`src/rtl/hash_block_loader.sv`:
```
module hash_block_loader #(
  parameter int WORDS  = 16,
  parameter int WORD_W = 32,
  parameter int CNT_W  = 32
) (
  input  logic                                   clk,
  input  logic                                   rst_n,
  input  logic                                   cfg_start,
  input  logic [CNT_W-1:0]                       cfg_len,
  input  logic                                   dma_en,
  input  logic                                   dma_mask,
  input  logic                                   comp_irq_en,
  input  logic                                   ie_in,
  input  logic                                   ie_out,
  input  logic                                   wr_en,
  input  logic [WORD_W-1:0]                      wr_data,
  input  logic                                   close_req,
  input  logic                                   ack_done,
  input  logic                                   clr_ovr,
  input  logic                                   core_done,
  output logic                                   in_rdy,
  output logic                                   out_rdy,
  output logic                                   overrun,
  output logic                                   dma_req,
  output logic                                   cpu_irq,
  output logic                                   done_irq_n,
  output logic                                   core_start,
  output logic [WORDS*WORD_W-1:0]                core_blk,
  output logic [$clog2(WORDS*WORD_W/8):0]        core_nbytes,
  output logic                                   core_last,
  output logic [CNT_W-1:0]                       msg_bytes
);
  localparam int PW    = $clog2(WORDS);
  localparam int BB    = WORD_W / 8;
  localparam int BLK_B = WORDS * BB;
  localparam int NBW   = $clog2(BLK_B) + 1;

  logic [WORD_W-1:0] blk_q [WORDS];
  logic [PW-1:0]     wptr;
  logic [NBW-1:0]    nb_q, core_nb_q;
  logic [CNT_W-1:0]  cnt;
  logic active, full_q, close_q, busy, fin_q, in_rdy_q, out_q, ovr_q, start_q, last_q;

  assign in_rdy = active & ~full_q;

  logic             acc, fill_last, do_close, launch, is_last;
  logic [PW:0]      pend;
  logic [CNT_W-1:0] cnt_nx;

  assign acc       = wr_en & in_rdy;
  assign pend      = {1'b0, wptr} + {{PW{1'b0}}, acc};
  assign fill_last = acc && (wptr == PW'(WORDS - 1));
  assign do_close  = close_req && in_rdy && !fill_last && (pend != '0);
  assign launch    = full_q && !busy;
  assign cnt_nx    = cnt + CNT_W'(nb_q);
  assign is_last   = close_q || (cnt_nx >= cfg_len);

  always_ff @(posedge clk or negedge rst_n) begin
    if (!rst_n) begin
      wptr <= '0; nb_q <= '0; core_nb_q <= '0; cnt <= '0;
      active <= 1'b0; full_q <= 1'b0; close_q <= 1'b0; busy <= 1'b0;
      fin_q <= 1'b0; in_rdy_q <= 1'b0; out_q <= 1'b0; ovr_q <= 1'b0;
      start_q <= 1'b0; last_q <= 1'b0;
    end else begin
      start_q  <= launch;
      in_rdy_q <= in_rdy;
      if (launch)              busy <= 1'b1;
      else if (core_done)      busy <= 1'b0;
      if (cfg_start) begin
        active <= 1'b1; wptr <= '0; full_q <= 1'b0; close_q <= 1'b0;
        cnt <= '0; out_q <= 1'b0; ovr_q <= 1'b0; fin_q <= 1'b0;
      end else begin
        if (wr_en && !in_rdy)  ovr_q <= 1'b1;
        else if (clr_ovr)      ovr_q <= 1'b0;
        if (fill_last) begin
          full_q <= 1'b1; wptr <= '0; close_q <= 1'b0; nb_q <= NBW'(BLK_B);
        end else if (do_close) begin
          full_q <= 1'b1; wptr <= '0; close_q <= 1'b1; nb_q <= NBW'(32'(pend) * BB);
        end else if (acc) begin
          wptr <= wptr + PW'(1);
        end
        if (launch) begin
          full_q    <= 1'b0;
          cnt       <= cnt_nx;
          core_nb_q <= nb_q;
          last_q    <= is_last;
          if (is_last) begin
            active <= 1'b0;
            fin_q  <= 1'b1;
          end
        end
        if (core_done && busy && fin_q) begin
          out_q <= 1'b1;
          fin_q <= 1'b0;
        end else if (ack_done) begin
          out_q <= 1'b0;
        end
      end
    end
  end

  always_ff @(posedge clk) begin
    if (acc) blk_q[wptr] <= wr_data;
  end

  for (genvar k = 0; k < WORDS; k++) begin : g_work
    always_ff @(posedge clk) begin
      if (launch) core_blk[k*WORD_W +: WORD_W] <= blk_q[k];
    end
  end

  assign core_start  = start_q;
  assign core_nbytes = core_nb_q;
  assign core_last   = last_q;
  assign msg_bytes   = cnt;
  assign out_rdy     = out_q;
  assign overrun     = ovr_q;
  assign dma_req     = dma_en & dma_mask & in_rdy & ~in_rdy_q;
  assign cpu_irq     = (ie_in & in_rdy) | (ie_out & out_q);
  assign done_irq_n  = ~(out_q & comp_irq_en);
endmodule

```
`config.mk`:
```
export PLATFORM = sky130hd
export DESIGN_NAME = hash_block_loader
export DESIGN_NICKNAME = d
export VERILOG_FILES = /design/src/rtl/hash_block_loader.sv
export SDC_FILE = /design/constraint.sdc
export NUM_CORES = 1
export LEC_CHECK = 0
export BUFFER_PORTS_ARGS = -buffer_cell sky130_fd_sc_hd__buf_2
export CAP_MARGIN = 5
export CELL_PAD_IN_SITES_DETAIL_PLACEMENT = 1
export CELL_PAD_IN_SITES_GLOBAL_PLACEMENT = 2
export CORE_MARGIN = 8
export CORE_UTILIZATION = 45
export DETAILED_ROUTE_END_ITERATION = 16
export PLACE_DENSITY = 0.9
export SYNTH_ARGS = -nofsm -noshare
export SYNTH_HDL_FRONTEND = slang
export SYNTH_SLANG_ARGS = --single-unit
```
`constraint.sdc`:
```
create_clock -name clk -period 31.4 [get_ports clk]
set_input_delay 6.28 -clock clk [delete_from_list [all_inputs] [get_ports clk]]
set_output_delay 6.28 -clock clk [all_outputs]
set_load 0.005 [all_outputs]
```
==> reports/results.txt, run 1 <==
Ys Warns = 0
FP Rows = 102
largest cells by area after synthesis = edfxtp_1, dfrtp_1, ha_1
Routed met3 length = 11000 µm
Final min period = 13.00 ns
clk root buf = clkbuf_16
Die Area = 0.0866 mm²
Worst Skew = 0.0508 ns
worst-path maximum fanout = 1
I/O Pins = 636
HP Class = reg -> reg
setup repair after global routing missed its margin = false
setup bufs post-CTS = 0
Comb pwr share = 9.2%
top sig layer = met5
CTS tree = yes
# DRC = 0
Critical Path AT = 6.72 ns
VDD IR max = 0.0000472 V
Area Growth Syn to Fin = 22.6%
startpoint of the worst hold path = blk_q[14][3]
r2r setup slk = 26.80 ns
most common cell after layout, fill and taps aside = edfxtp_1
Inserted Clock Buffers = 102
layout cells sized above 1 = 35.4%
Setup CP Type = in -> out
largest net degree at the start of global routing = 126
Core Region = 0.0771 mm²
port buffer count = 631
H-Tree Depth = 3
Nets = 2365
setup violators final = 0
sequential power share = 53.8%
chip width = 294 µm
Worst R2R End = active
setup TNS = 0 ns
drt total wl = 109000 µm
Mapped Avg Cell Area = 23.1 µm²
Async S/R FF share, synth = 5.01%
number of vias per cell = 5.28
most frequent cells in the layout = edfxtp_1, buf_2, clkbuf_16
Yosys top cell by area = edfxtp_1
CP startpoint kind = input pin
type of destination of the critical path = output port
GRT Total Usage = 24.4%
initial antenna violation count = 6
R2R cell count = 11
start point of the critical path = ie_out
worst skew pair latency = 0.68 ns
status = finished, final reports clean
Power Internal = 2.52 mW
Longest Clk Path Bufs = 3
cell area after synthesis = 0.0349 mm²
worst-margin pin slew = 1.21 ns
Post-Place Cells = 3182
CTS Hold Bufs = 0
Slew headroom = 19.3%
register area = 0.0321 mm²
post-detail-place hpwl = 68700 µm
Synth Instances = 1509
# clock sinks = 1078
CTS resizes = 0
sw frac = 24.8%
footprint of the multi-input gates = 0.00252 mm²
predominant post-synthesis flop cell = edfxtp_1
GP Congestion = 0.848
Pre-Repair DR Iteration Count = 5
pwr/cell area = 78.4 mW/mm²
Filler cells = 7073
register bit total from synthesis = 1078
drt wl/cell = 32.3 µm
Detailed Route Iter0 Violations = 1825
register area share after synthesis = 92.1%
maxcap violations = 0
P_leak = 15.5 nW
fin area = 0.0427 mm²
EDFF count, synth = 1024
Initial Util = 45.2%
Critical Path Sink = cpu_irq
Max Slew Vio Count = 0
vias in the first global route = 18.9k
clock power share = 37.0%
final hold vios = 0
DRT met1 WL = 39500 µm
DR vias = 17.8k
WL met2 = 53500 µm
RR Startpoint = msg_bytes[6]
post-synth cell types = 53
Post-Layout Cell Count = 3370
area post-placement = 0.0394 mm²
Worst EP required = 25.12 ns
grt ovf = 0
clock slew at reported path FFs = 0.07 ns
post-synth top area share = 88.2%
fmax = 76.9 MHz
post-route ant nets = 0
global-route wire length before repair = 148000 µm
Tcrit/Tclk final = 41.4%
switching pwr = 0.831 mW
die height = 294 µm
[cell families (layout without fill, tap and decap cells)]
logic type / Yosys count / after routing / synth area share [%]
AND/OR/NAND/NOR: 193 / 193 / 2.82
multiplexers: 6 / 6 / 0.194
AO/OA/AOI/OAI: 68 / 68 / 1.21
flip-flops: 1078 / 1078 / 92.1
buffers and inverters: 66 / 882 / 0.779
other: 1 / 6 / 0.0108
XOR/XNOR: 55 / 55 / 1.38
adder cells (fa/ha/maj): 42 / 42 / 1.53
[registers in the layout (all words and copies together), names as in the netlist]
signal,flops
wptr,4
busy,1
close_q,1
in_rdy_q,1
overrun,1
core_last,1
fin_q,1
msg_bytes,30
out_rdy,1
full_q,1
core_start,1
nb_q,5
core_nbytes,5
blk_q,512
active,1
core_blk,512
[cell type report]
type | instances | share of cell area [%]
Sequential cell | 1078 | 75.1
Timing Repair Buffer | 654 | 7.79
Clock buffer | 130 | 6.22
Multi-Input combinational cell | 368 | 5.90
Tap cell | 1040 | 3.04
Clock inverter | 56 | 1.54
Inverter | 42 | 0.386
Antenna cell | 2 | 0.0117
[stage by stage]
step | worst slack, ns | util (%) | hold WS, ns | power, mW
5_1_grt | 18.38 | 55.4 | 0.407 | 3.44
3_3_place_gp | 18.38 | 51.1 | 0.401 | 2.11
4_1_cts | 18.39 | 55.4 | 0.401 | 3.38
6_report | 18.40 | 55.4 | 0.392 | 3.35
2_1_floorplan | 14.66 | - | 0.400 | 2.00
3_5_place_dp | 18.39 | 51.1 | 0.405 | 2.14
[cells in the mapped netlist, types with 2 or more instances]
| library cell | n |
|---|---|
| nor3_1 | 10 |
| nor4_1 | 3 |
| a211oi_1 | 3 |
| nor3b_1 | 2 |
| nand2_1 | 32 |
| nand4_1 | 15 |
| o2111ai_1 | 2 |
| nor2_1 | 56 |
| mux2_2 | 6 |
| o21a_1 | 2 |
| inv_1 | 40 |
| edfxtp_1 | 1024 |
| a31oi_1 | 3 |
| nand3_1 | 26 |
| a21oi_1 | 24 |
| xor2_1 | 27 |
| a22o_1 | 3 |
| or3_1 | 3 |
| buf_4 | 6 |
| o211ai_1 | 9 |
| xnor2_1 | 28 |
| dfrtp_1 | 54 |
| and3_1 | 8 |
| a21o_1 | 2 |
| o21ai_0 | 13 |
| o31ai_1 | 2 |
| clkbuf_1 | 16 |
| ha_1 | 41 |
| nor2b_1 | 4 |
| nand2b_1 | 3 |
| and2_1 | 19 |
| nor4_2 | 2 |
[routing by layer]
metal  track usage (%)  vias to the layer above
met5                 0                        -
met4              10.5                        2
met3              7.37                      190
li1                  -                     7345
met1              29.1                     9106
met2              40.8                     1150
[power by group through the flow]
stage	clock, mW	combinational, mW	sequential [mW]
after global routing	1.29	0.329	1.81
after CTS	1.26	0.314	1.81
final	1.24	0.307	1.80
after floorplan	0	0.0907	1.91
after global placement	0	0.292	1.82
after detailed placement	0	0.307	1.83
[worst min-delay path by stage]
stage,end,cells past startpoint
final,core_blk[451],0
after floorplan,core_blk[0],0
after global placement,core_blk[365],0
after CTS,core_blk[227],0
after detailed placement,core_blk[384],0
after global routing,core_blk[451],0
[worst max-delay path: stages]
cell    delay, ns
buf_2        0.10
a22o_1       0.22
buf_2        0.12
Power figures use the tool's default switching activity.
==> run 2, diff against run 1 <==
- CORE_UTILIZATION: 45 -> 42
- PLACE_DENSITY: 0.9 -> 0.85
- clock period: 31.4 -> 12.85 ns (I/O delays scaled with it)
==> reports/results.txt, run 2 (synthesis results as in run 1) <==
status = finished, final reports clean
FP Rows = 105
most frequent cell on the critical path = buf_2
startpoint of the worst hold path = blk_q[9][17]
setup TNS = 0 ns
CTS resizes = 0
VDD IR max = 0.000113 V
Crit path largest cell delay = 0.21 ns
cell family with most CP delay = buffers and inverters
clock slew at reported path FFs = 0.06 ns
clk root buf = clkbuf_16
clock power share = 37.3%
post-detail-place hpwl = 67500 µm
worst-path maximum fanout = 1
Routed met3 length = 9150 µm
Worst EP required = 10.28 ns
Final min period = 5.57 ns
setup violators final = 0
CTS tree = yes
Slew headroom = 12.8%
CP Cell Sequence = buf_2, a22o_1, buf_2
GRT Total Usage = 21.5%
DRT met1 WL = 37500 µm
Area Growth Syn to Fin = 23.0%
most frequent cells in the layout = edfxtp_1, buf_2, clkbuf_16
fmax = 179 MHz
layout cells sized above 1 = 35.6%
Inserted Clock Buffers = 102
RR Startpoint = nb_q[6]
initial antenna violation count = 7
number of vias per cell = 5.07
Critical Path AT = 3.00 ns
largest net degree at the start of global routing = 199
drt wl/cell = 30.3 µm
Final Util = 52.2%
P_leak = 15.5 nW
setup slack after layout = 7.28 ns
Comb pwr share = 9.1%
maxcap violations = 0
Post-Place Cells = 3206
Tcrit/Tclk final = 43.4%
Longest Clk Path Bufs = 3
Power, Total = 8.21 mW
grt ovf = 0
H-Tree Depth = 3
worst-margin pin slew = 1.31 ns
Die Area = 0.0925 mm²
# clock sinks = 1078
sw frac = 24.3%
setup repair after global routing missed its margin = false
vias in the first global route = 18.4k
Post-Layout Cell Count = 3397
I/O Pins = 636
Detailed Route Iter0 Violations = 1572
post-route ant nets = 0
chip width = 304 µm
most common cell after layout, fill and taps aside = edfxtp_1
final hold vios = 0
pwr/cell area = 191 mW/mm²
slowest CP cell = a22o_1
start point of the critical path = ie_out
port buffer count = 631
Nets = 2359
Setup CP Type = in -> out
HP Class = reg -> reg
GP Congestion = 0.887
sequential power share = 53.6%
Power Internal = 6.22 mW
pre-CTS WS = 7.28 ns
die height = 304 µm
top sig layer = met5
Initial Util = 42.5%
CTS Hold Bufs = 0
drt total wl = 103000 µm
switching pwr = 1.99 mW
Buf/Inv on CP = 2
worst skew pair latency = 0.67 ns
Max Slew Vio Count = 0
Filler cells = 7511
Pre-Repair DR Iteration Count = 5
Core Region = 0.0821 mm²
setup bufs post-CTS = 0
# DRC = 0
type of destination of the critical path = output port
global-route wire length before repair = 143000 µm
Worst Skew = 0.0523 ns
register area = 0.0321 mm²
WL met2 = 52400 µm
DR vias = 17.2k
CP startpoint kind = input pin
footprint of the multi-input gates = 0.00252 mm²
[run 2: through the flow]
| step | hold slack, ns | instance area (µm²) |
|---|---|---|
| 5_1_grt | 0.399 | 42900 |
| 4_1_cts | 0.383 | 42900 |
| 6_report | 0.386 | 42900 |
| 2_1_floorplan | 0.400 | 34900 |
| 3_3_place_gp | 0.401 | 39400 |
| 3_5_place_dp | 0.405 | 39400 |
[run 2: layout make-up]
type	instances	share of cell area, %
Sequential cell	1078	74.9
Timing Repair Buffer	648	7.69
Clock buffer	123	6.19
Multi-Input combinational cell	368	5.88
Tap cell	1070	3.12
Clock inverter	67	1.84
Inverter	42	0.385
Antenna cell	1	0.00584
[run 2: worst paths after layout]
| check | end | slack (ns) | cells after the start |
|---|---|---|---|
| max reg2reg | active | 8.68 | 11 |
| max in group asynchronous | nb_q[2] | 10.25 | 2 |
| min in group asynchronous | msg_bytes[19] | 2.10 | 2 |
| min | core_blk[305] | 0.39 | 0 |
| max | cpu_irq | 7.28 | 3 |
| min reg2reg | core_blk[305] | 0.39 | 0 |
[run 2: power groups by stage]
stage               clock network (mW)  registers [mW]  logic [mW]
floorplan                            0            4.55       0.221
global placement                     0            4.44       0.729
detailed placement                   0            4.47       0.756
CTS                               3.11            4.40       0.766
global route                      3.20            4.42       0.802
finish                            3.06            4.40       0.745
[run 2: layer usage]
metal / track usage [%] / up-vias
li1: - / 7320
met1: 24.9 / 8851
met2: 37.7 / 879
met3: 6.80 / 169
met4: 7.51 / 4
met5: 0 / -
[run 2: worst register-to-register path: stages (launching register included)]
cell and delay [ns]:
dfrtp_1 0.38, ha_1 0.60, nor2_1 0.17, or3_1 0.50, nor4_2 0.44, nand3_1 0.20
xnor2_1 0.17, ha_1 0.31, nand4_1 0.17, nor4_1 0.55, o31ai_1 0.24, a221o_1 0.34
==> run 3, diff against run 2 <==
- CORE_UTILIZATION: 42 -> 38
- PLACE_DENSITY: 0.85 -> 0.81
- clock period: 12.85 -> 4.5 ns (I/O delays scaled with it)
==> reports/results.txt, run 3 (synthesis results as in run 1) <==
switching pwr = 5.55 mW
die height = 319 µm
Die Area = 0.102 mm²
global-route wire length before repair = 138000 µm
CP startpoint kind = flop
largest net degree at the start of global routing = 88
DR vias = 17.2k
port buffer count = 631
drt total wl = 100000 µm
FP Rows = 111
slowest CP cell = nor4_2
setup TNS = 0 ns
Final min period = 3.75 ns
Power Internal = 17.9 mW
most common cell after layout, fill and taps aside = edfxtp_1
CTS resizes = 0
Inserted Clock Buffers = 104
CP Cell Sequence = ha_1, a21o_1, a21oi_1, o21a_1, nor4_2, nand3_1, xnor2_1, ha_1, nand4_1, nor4_1, o31ai_1, a221o_1
layout cells sized above 1 = 36.0%
sw frac = 23.7%
HP Class = in -> async
number of vias per cell = 4.85
worst-path maximum fanout = 9
Core Region = 0.0912 mm²
Detailed Route Iter0 Violations = 1414
Nets = 2380
pwr/cell area = 540 mW/mm²
GRT Total Usage = 18.9%
# clock sinks = 1078
post-route ant nets = 0
maxcap violations = 0
clk root buf = clkbuf_16
Post-Layout Cell Count = 3540
Initial Util = 38.2%
chip width = 319 µm
Max Slew Vio Count = 0
P_leak = 15.7 nW
grt ovf = 0
clock slew at reported path FFs = 0.06 ns
post-detail-place hpwl = 67700 µm
Area Growth Syn to Fin = 24.4%
VDD IR max = 0.000336 V
WHS = 0.186 ns
Final Util = 47.5%
setup repair after global routing missed its margin = false
most frequent cells in the layout = edfxtp_1, buf_2, clkbuf_16
Critical Path AT = 4.28 ns
H-Tree Depth = 3
vias in the first global route = 18.2k
type of destination of the critical path = flop
Comb pwr share = 9.1%
sequential power share = 53.5%
Pre-Repair DR Iteration Count = 5
CTS Hold Bufs = 0
clock power share = 37.4%
Crit path largest cell delay = 0.49 ns
Setup CP Type = reg -> reg
GP Congestion = 0.868
setup slack after layout = 0.748 ns
Longest Clk Path Bufs = 3
worst skew pair latency = 0.69 ns
Worst Skew = 0.0511 ns
cell family with most CP delay = simple AND/OR/NAND/NOR gates
final hold vios = 0
worst-margin pin slew = 0.906 ns
drt wl/cell = 28.3 µm
CTS tree = yes
Buf/Inv on CP = 0
setup violators final = 0
Worst EP required = 5.03 ns
most frequent cell on the critical path = ha_1
setup bufs post-CTS = 0
pre-CTS WS = 0.704 ns
status = finished, final reports clean
fmax = 267 MHz
initial antenna violation count = 12
Post-Place Cells = 3341
I/O Pins = 636
Filler cells = 8588
Slew headroom = 39.6%
Tcrit/Tclk final = 83.4%
register area = 0.0321 mm²
# DRC = 0
footprint of the multi-input gates = 0.00252 mm²
-- run 3: changes by cell type in the layout (fill, tap and decap cells not counted), sizes merged --
cell | before | now
diode | 1 | 6
clkinv | 45 | 48
clkinvlp | 4 | 1
clkbuf | 123 | 126
buf | 648 | 667
-- run 3: through the flow --
stage / instance area, µm² / total power [mW]
floorplan: 34900 / 13.4
global placement: 39900 / 14.8
detailed placement: 39900 / 14.9
CTS: 43400 / 23.7
global route: 43400 / 24.1
finish: 43400 / 23.4
-- run 3: cell type report --
cell class                 instances  area share (%)
sequential                      1078            74.0
timing repair buffer             667            8.31
clock buffer                     126            6.26
multi-input combinational        368            5.82
tap                             1186            3.42
clock inverter                    67            1.75
inverter                          42           0.381
antenna                            6          0.0346
-- run 3: layer usage --
layer	vias to the layer above	track usage, %	share of wire, %
met5	-	0	0.033
met4	6	6.37	3.0
met3	147	5.79	9.0
met2	857	32.1	49
met1	8783	23.1	39
li1	7373	-	-
-- run 3: worst register-to-register path: cells and delay by family (launching register included) --
kind / cells / cell delay (ns)
AOI/OAI and AO/OA: 5 / 1.10
and+or+nand+nor: 4 / 1.35
xor gates and xnor gates: 1 / 0.17
adders and majority gates: 2 / 0.61
DFF: 1 / 0.41
-- run 3: power by group through the flow --
stage / clock, mW / combinational (mW) / sequential [mW]
after CTS: 8.94 / 2.18 / 12.6
after global routing: 9.21 / 2.30 / 12.6
after floorplan: 0 / 0.632 / 12.7
after detailed placement: 0 / 2.17 / 12.7
final: 8.76 / 2.12 / 12.5
after global placement: 0 / 2.10 / 12.7
-- run 3: worst paths after layout --
| path | startpoint | end | slack [ns] | cells past startpoint |
|---|---|---|---|---|
| worst max-delay path | nb_q[3] | active | 0.75 | 12 |
| worst min-delay path | rst_n | core_start | 0.19 | 1 |
| worst max register to register | nb_q[3] | active | 0.75 | 12 |
| worst min register to register | blk_q[0][29] | core_blk[29] | 0.39 | 0 |
| max in group asynchronous | rst_n | core_nbytes[2] | 3.44 | 2 |
| min in group clk | blk_q[0][29] | core_blk[29] | 0.39 | 0 |
